<file path="src/rtl/cu_issue_pkg.sv">
package cu_issue_pkg;

   typedef enum logic [2:0] {
      ST_IDLE     = 3'd0,
      ST_GATHER   = 3'd1,
      ST_OFFER    = 3'd2,
      ST_AWAIT    = 3'd3,
      ST_WRITE    = 3'd4
   } cu_state_e;

   localparam int MIN_SRC = 2;
   localparam int MAX_SRC = 3;

endpackage

</file>
<file path="src/rtl/cu_opnd_slot.sv">
module cu_opnd_slot #(
   parameter int DATA_W = 16
) (
   input  logic              clk,
   input  logic              rst_n,
   input  logic              take_i,
   input  logic              mask_i,
   input  logic              subst_i,
   input  logic [DATA_W-1:0] subst_val_i,
   input  logic              grant_i,
   input  logic [DATA_W-1:0] data_i,
   output logic              req_o,
   output logic [DATA_W-1:0] opnd_o
);

   logic              pend_q;
   logic [DATA_W-1:0] held_q;
   logic              hit;

   assign hit = grant_i & pend_q;

   always_ff @(posedge clk) begin
      if (!rst_n) begin
         pend_q <= 1'b0;
         held_q <= '0;
      end else if (take_i) begin
         pend_q <= ~mask_i & ~subst_i;
         held_q <= subst_i ? subst_val_i : '0;
      end else if (hit) begin
         pend_q <= 1'b0;
         held_q <= data_i;
      end
   end

   assign req_o  = pend_q;
   assign opnd_o = hit ? data_i : held_q;

endmodule

</file>
<file path="src/rtl/cu_seq.sv">
module cu_seq
   import cu_issue_pkg::*;
(
   input  logic      clk,
   input  logic      rst_n,
   input  logic      take_i,
   input  logic      reads_done_i,
   input  logic      fu_ready_i,
   input  logic      res_valid_i,
   input  logic      wb_grant_i,
   output cu_state_e state_o
);

   cu_state_e st_q, st_d;

   always_comb begin
      st_d = st_q;
      unique case (st_q)
         ST_IDLE:   if (take_i)       st_d = ST_GATHER;
         ST_GATHER: if (reads_done_i) st_d = ST_OFFER;
         ST_OFFER:  if (fu_ready_i)   st_d = ST_AWAIT;
         ST_AWAIT:  if (res_valid_i)  st_d = ST_WRITE;
         ST_WRITE:  if (wb_grant_i)   st_d = ST_IDLE;
         default:                     st_d = ST_IDLE;
      endcase
   end

   always_ff @(posedge clk) begin
      if (!rst_n) st_q <= ST_IDLE;
      else        st_q <= st_d;
   end

   assign state_o = st_q;

endmodule

</file>
<file path="src/rtl/cu_issue_mgr.sv">
module cu_issue_mgr
   import cu_issue_pkg::*;
#(
   parameter int DATA_W  = 16,
   parameter int OP_W    = 4,
   parameter int NUM_SRC = 2
) (
   input  logic                      clk,
   input  logic                      rst_n,
   input  logic                      dispatch_i,
   input  logic [OP_W-1:0]           op_type_i,
   input  logic                      neg_a_i,
   input  logic [DATA_W-1:0]         imm_i,
   input  logic                      imm_vld_i,
   input  logic                      force_zero_a_i,
   input  logic [NUM_SRC-1:0]        skip_mask_i,
   output logic                      inflight_o,
   output logic [NUM_SRC-1:0]        rd_req_o,
   input  logic [NUM_SRC-1:0]        rd_grant_i,
   input  logic [NUM_SRC*DATA_W-1:0] rf_data_i,
   output logic                      fu_valid_o,
   input  logic                      fu_ready_i,
   output logic [OP_W-1:0]           fu_op_o,
   output logic                      fu_neg_a_o,
   output logic [NUM_SRC*DATA_W-1:0] fu_opnd_o,
   input  logic                      fu_res_valid_i,
   output logic                      fu_res_ready_o,
   input  logic [DATA_W-1:0]         fu_res_i,
   output logic                      wb_req_o,
   input  logic                      wb_grant_i,
   output logic [DATA_W-1:0]         wb_data_o
);

   localparam int BUS_W = NUM_SRC * DATA_W;

   if (NUM_SRC < MIN_SRC || NUM_SRC > MAX_SRC) begin : g_bad_src
      $error("cu_issue_mgr: NUM_SRC must be 2 or 3");
   end
   if (DATA_W < 1 || OP_W < 1) begin : g_bad_width
      $error("cu_issue_mgr: widths must be positive");
   end

   cu_state_e          state;
   logic               take;
   logic [OP_W-1:0]    op_q;
   logic               neg_q;
   logic [DATA_W-1:0]  res_q;
   logic [NUM_SRC-1:0] subst;
   logic [BUS_W-1:0]   subst_val;

   assign take = dispatch_i & (state == ST_IDLE);

   for (genvar k = 0; k < NUM_SRC; k++) begin : g_port
      if (k == 0) begin : g_zero
         assign subst[k]                         = force_zero_a_i;
         assign subst_val[k*DATA_W +: DATA_W]    = '0;
      end else if (k == 1) begin : g_imm
         assign subst[k]                         = imm_vld_i;
         assign subst_val[k*DATA_W +: DATA_W]    = imm_i;
      end else begin : g_plain
         assign subst[k]                         = 1'b0;
         assign subst_val[k*DATA_W +: DATA_W]    = '0;
      end

      cu_opnd_slot #(.DATA_W(DATA_W)) u_slot (
         .clk         (clk),
         .rst_n       (rst_n),
         .take_i      (take),
         .mask_i      (skip_mask_i[k]),
         .subst_i     (subst[k]),
         .subst_val_i (subst_val[k*DATA_W +: DATA_W]),
         .grant_i     (rd_grant_i[k]),
         .data_i      (rf_data_i[k*DATA_W +: DATA_W]),
         .req_o       (rd_req_o[k]),
         .opnd_o      (fu_opnd_o[k*DATA_W +: DATA_W])
      );
   end

   cu_seq u_seq (
      .clk          (clk),
      .rst_n        (rst_n),
      .take_i       (take),
      .reads_done_i (~|rd_req_o),
      .fu_ready_i   (fu_ready_i),
      .res_valid_i  (fu_res_valid_i),
      .wb_grant_i   (wb_grant_i),
      .state_o      (state)
   );

   always_ff @(posedge clk) begin
      if (!rst_n) begin
         op_q  <= '0;
         neg_q <= 1'b0;
         res_q <= '0;
      end else begin
         if (take) begin
            op_q  <= op_type_i;
            neg_q <= neg_a_i;
         end
         if (state == ST_AWAIT && fu_res_valid_i) res_q <= fu_res_i;
      end
   end

   assign inflight_o     = (state != ST_IDLE);
   assign fu_valid_o     = (state == ST_OFFER);
   assign fu_res_ready_o = (state == ST_AWAIT);
   assign wb_req_o       = (state == ST_WRITE);
   assign fu_op_o        = op_q;
   assign fu_neg_a_o     = neg_q;
   assign wb_data_o      = res_q;

endmodule

</file>
<file path="config.mk">
export PLATFORM = sky130hd
export DESIGN_NAME = cu_issue_mgr
export DESIGN_NICKNAME = d
export VERILOG_FILES = /design/src/rtl/cu_issue_pkg.sv /design/src/rtl/cu_opnd_slot.sv /design/src/rtl/cu_seq.sv /design/src/rtl/cu_issue_mgr.sv
export SDC_FILE = /design/constraint.sdc
export NUM_CORES = 1
export LEC_CHECK = 0
export ABC_AREA = 1
export CAP_MARGIN = 20
export CELL_PAD_IN_SITES_DETAIL_PLACEMENT = 0
export CELL_PAD_IN_SITES_GLOBAL_PLACEMENT = 1
export CORE_MARGIN = 2
export CORE_UTILIZATION = 27
export CTS_CLUSTER_SIZE = 40
export DETAILED_ROUTE_END_ITERATION = 7
export PLACE_DENSITY_LB_ADDON = 0.1
export SLEW_MARGIN = 10
export SYNTH_ARGS = -nofsm -noshare
export SYNTH_HDL_FRONTEND = slang
export SYNTH_SLANG_ARGS = --single-unit
</file>
<file path="constraint.sdc">
create_clock -name clk -period 1.7 [get_ports clk]
set_input_delay 0.34 -clock clk [delete_from_list [all_inputs] [get_ports clk]]
set_output_delay 0.34 -clock clk [all_outputs]
set_load 0.005 [all_outputs]
</file>
[Word-level counts from Yosys, hierarchy flattened]
Cells that the tools add are included.
Word-level totals
  bits in writable memories: 0
  ROM bits: 0
  register bits: 58
  output and inout port bits: 59
  input bits: 81
  bits in latches: 0
  memories kept: 0
Cells by class
  div/mod/pow operators: 0
  reduce and logical (&&, ||, !) cells: 8
  bitwise operators: 10
  shift-type cells: 0
  multiply operators: 0
  mux-type cells: 14
  magnitude comparators: 0
  equality and inequality tests: 9
  add/subtract/negate cells: 0
Operator list (count)
  $mux 16: 4
  $mux 3: 5
  $pmux 3 s5: 1
  $eq 3x2->1 const B: 2
  $ne 2x1->1 const B: 3
  $and 1x1->1: 5
  $not 1->1: 5
  $reduce_and 5->1: 1
  $mux 1: 4
  $ne 2x2->1 const B: 2
  $reduce_bool 2->1: 2
  $reduce_or 2->1: 2
  $eq 3x1->1 const B: 1
  $eq 3x3->1 const B: 1
  $logic_not 3->1: 1
  $reduce_bool 3->1: 1
  $logic_and 1x1->1: 1

[Logic depth before layout (Yosys ltp)]
  depth after elaboration: 4
  depth in mapped cells: 9
  depth with buffers taken out: 8

[By module]
From an unflattened synthesis, not the netlist that was laid out.
Unflattened totals
  cells, all modules: 547
  area total of the unflattened synthesis: 3437.0 µm²
By module, submodules not included
  cu_opnd_slot: area each 1047.3 µm², seq. area each 340.3 µm², times used 2, cells an instance 162
  cu_issue_mgr: area each 1108.6 µm², seq. area each 420.4 µm², times used 1, cells an instance 187
  cu_seq: area each 234.0 µm², seq. area each 60.1 µm², times used 1, cells an instance 36

[Worst setup path after synthesis]
Ideal clock, no wire load.
  path type: input to output
  start: input port rd_grant_i[1]
  end: output port fu_opnd_o[23]
  stages on the path: 6
  arrival time: 1070 ps
  path buffers: 2
  path slack: 290 ps
  data required time: 1360 ps
  path through: buf_2 > nand2_1 > buf_4 > nand2_1 > and2_1 > inv_1
Between the ends
  cells in the longest elaborated chain, start to end: 2
RTL lines
  start: declaration: line cu_issue_mgr.sv:19  | input logic [NUM_SRC-1:0] rd_grant_i,
  $and 1x1->1: line cu_opnd_slot.sv:20  | assign hit = grant_i & pend_q;
  $mux 16: line cu_opnd_slot.sv:36  | assign opnd_o = hit ? data_i : held_q;
  end: declaration: line cu_issue_mgr.sv:25  | output logic [NUM_SRC*DATA_W-1:0] fu_opnd_o,
No other way between the ends.

[Final worst setup path]
  start: register g_port[0].u_slot.pend_q
  end: output port fu_opnd_o[3]
Between the ends
  cells in the longest elaborated chain, start to end: 2
RTL lines
  start: declaration: line cu_opnd_slot.sv:16  | logic pend_q;
  start signal: assignment: line cu_opnd_slot.sv:27  | pend_q <= ~mask_i & ~subst_i;
  $and 1x1->1: line cu_opnd_slot.sv:20
  $mux 16: line cu_opnd_slot.sv:36
No other way between the ends.

==> run_results.csv <==
group,metric,value,unit
worst_setup_path,worst-path-max-fanout,6,
cts,root_buffer,"clkbuf_8",
global_route,grt-ovfl-total,0,
sta,max_clock_freq,0.552,GHz
sta,min_period,1.81,ns
worst_setup_path,start_kind,"flop",
layout,drive_gt1_frac,0.411,
place,place_congestion,0.727,
power,p_per_area,845,mW/mm^2
yosys,yosys.area.top_type,"dfxtp_1",
cts,cts_max_level,3,
place,placed_area,0.00452,mm^2
worst_setup_path,cp.arrival,1.47,ns
layout,diodes,0,
floorplanning,fp.dieW,104,um
run_status,failed_checks,"negative setup slack",
min_path,hold_class,"reg -> reg",
layout,post-route-cell-area,0.00548,mm^2
sta,slew_viol_final,0,
cts,postCtsHoldBufs,0,
global_route,grt_pass1_wl,14400,um
sta,hold_viol,0,
layout,area_delta_synth_final,102,%
worst_setup_path,crit_chain,"nand2_4 -> buf_16 -> buf_8 -> buf_6 -> o21ai_4 -> inv_1 -> buf_2",
cts,clock-sinks,58,
worst_setup_path,cp.buffers_inverters,5,
sta,tightest_slew,0.301,ns
place,io_buffers,139,
yosys,yosysTopAreaCellShare,0.427,
floorplanning,num_io_pins,140,
sta,setup_slack,-0.110,ns
routing,viasPerCell,4.27,
yosys,netlist_instances,369,
place,hpwl,5890,um
sta,setup_violations,9,
power,vdd_drop_max,0.000406,V
cts,clk_latency,0.33,ns
worst_setup_path,cp.depth,7,
yosys,synth-seq-cells,58,
yosys,synthTopCellsByArea,"dfxtp_1 43%, inv_1 10%, nand2_1 8.3%",
global_route,grt_max_degree,19,
sta,relSlewSlack,0.799,
worst_setup_path,cpPeakStageDelay,0.35,ns
sta,rsz0062_at_grt,"true",
power,power,4.62,mW
worst_setup_path,crit_required,1.36,ns
yosys,yosysWarnings,0,
cts,clkTransAtPathRegs,0.07,ns
yosys,seq_area_frac_synth,0.427,
worst_setup_path,rr_worst_depth,11,
min_path,whs_path_depth,2,
place,detailedPlace.worstSlack,-0.510,ns
run,drv_cap,0,
routing,firstDrtPassIters,4,
worst_setup_path,endpoint_kind,"output port",
yosys,synthMuxAreaShare,0,
yosys,synth_top_family_by_area,"simple AND/OR/NAND/NOR gates",
routing,wirelength,9010,um
yosys,synthAdderAreaFrac,0,
worst_setup_path,cp_slowest_cell,"dfxtp_2",
worst_setup_path,path_class,"reg -> out",
routing,drtIter0Drc,67,
yosys,synth_xor_area_frac,0,
run_status,outcome,"finished with violations",
floorplanning,die_area,0.0109,mm^2
layout,final_cell_mix,"100 x clkdlybuf4s50_1, 64 x buf_4, 59 x inv_1",
floorplanning,rows,36,
yosys,yosys.area_share.simple,0.274,
layout,nets,667,
global_route,antenna_found_initial,0,
layout,final_common_cell,"clkdlybuf4s50_1",
yosys,syn_nets,450,
global_route,grt_util_all_layers,0.165,
routing,vias,3095,
yosys,syn_area,0.00272,mm^2
floorplanning,dieHeight,104,um
sta,post-route-period-util,1.06,
routing,routedWlPerCell,12.4,um
global_route,grt_pass1_vias,3011,
yosys,avgSynthCellArea,7.36,um^2
floorplanning,core_area,0.00977,mm^2
yosys,synth_compound_area_frac,0.140,
yosys,synth_cell_type_count,23,
power,p_leak,2.57,nW
worst_setup_path,crit_family,"buffers and inverters",
sta,setup_tns,-0.350,ns
sta,clock_skew,0.00856,ns
cts,cts_tree,"yes",
routing,drc,0,
cts,clockBufferDepth,2,
cts,cts_buffers,9,
routing,ant_nets,0,
floorplanning,start_util,0.278,
## worst paths after layout
path | to | slack [ns] | from
setup / recovery | fu_opnd_o[3] | -0.11 | g_port[0].u_slot.req_o
hold / removal | wb_data_o[2] | 0.46 | wb_data_o[2]
setup reg to reg | g_port[0].u_slot.held_q[2] | 0.11 | g_port[0].u_slot.req_o
hold reg to reg | wb_data_o[2] | 0.46 | wb_data_o[2]
## flip-flops by register name, summed over array words and instances (netlist names)
name and count:
fu_neg_a_o 1, fu_op_o 4, g_port.u_slot.held_q 32, g_port.u_slot.req_o 2, u_seq.state_o 3, wb_data_o 16
## cells by family after synthesis
logic type	Yosys count
DFF	58
and+or+nand+nor	156
AOI/OAI and AO/OA	58
buffers and inverters	97
## cell usage after synthesis
cell and n:
nand3_4 1, dfxtp_1 58, inv_1 75, nand2_1 60, buf_2 3, buf_6 5, and2_1 16, o21ai_2 1
nand2_4 3, nor2_8 1, inv_6 1, o22ai_2 10, nor2_4 2, o22ai_1 6, clkbuf_1 6, buf_4 6
nand2_2 1, o211ai_1 1, nor2_1 34, a21oi_1 19, nand3_1 38, o21ai_0 21, clkinv_1 1
## per-layer routing
layer	global-route usage	wire [um]
met4	0.0550	119
met3	0.0489	544
met1	0.195	3830
met5	0	0
met2	0.282	4510
## worst register-to-register path, stage by stage (launching register included)
cell     delay (ns)
dfxtp_2        0.33
nand2_4        0.12
buf_16         0.12
buf_8          0.12
buf_6          0.12
o21ai_4        0.05
buf_4          0.12
buf_4          0.11
buf_4          0.12
buf_4          0.12
buf_4          0.12
nor2_1         0.08
## stage by stage
step / hold WS, ns / util / cells
floorplan: 0.455 / - / 369
global placement: 0.448 / 0.462 / 664
detailed placement: 0.453 / 0.462 / 664
CTS: 0.465 / 0.538 / 720
global route: 0.479 / 0.560 / 724
finish: 0.461 / 0.560 / 724
## power breakdown
part	internal [mW]	switching (mW)	total [mW]	leakage, nW
Clock	0.943	0.563	1.51	0.119
Combinational	0.882	0.673	1.56	1.98
Sequential	1.49	0.0765	1.56	0.474
Total	3.31	1.31	4.62	2.57
## timing repair
| action | CTS | global route |
|---|---|---|
| gates cloned | 4 | 1 |
| setup endpoints to repair | 37 | 33 |
| resized for setup | 232 | 64 |
| setup buffers | 36 | 9 |
| pin swaps | 14 | 23 |
## cell type report
cell class | count | area (um^2)
fillers | 972 | 4300
well taps | 133 | 166
clock buffers | 12 | 165
flip-flops and latches | 58 | 1170
clock inverters | 4 | 72.6
repair buffers | 226 | 2150
multi-input cells | 214 | 1450
inverters | 77 | 294
Note: power is estimated with default switching activity, not from simulation.
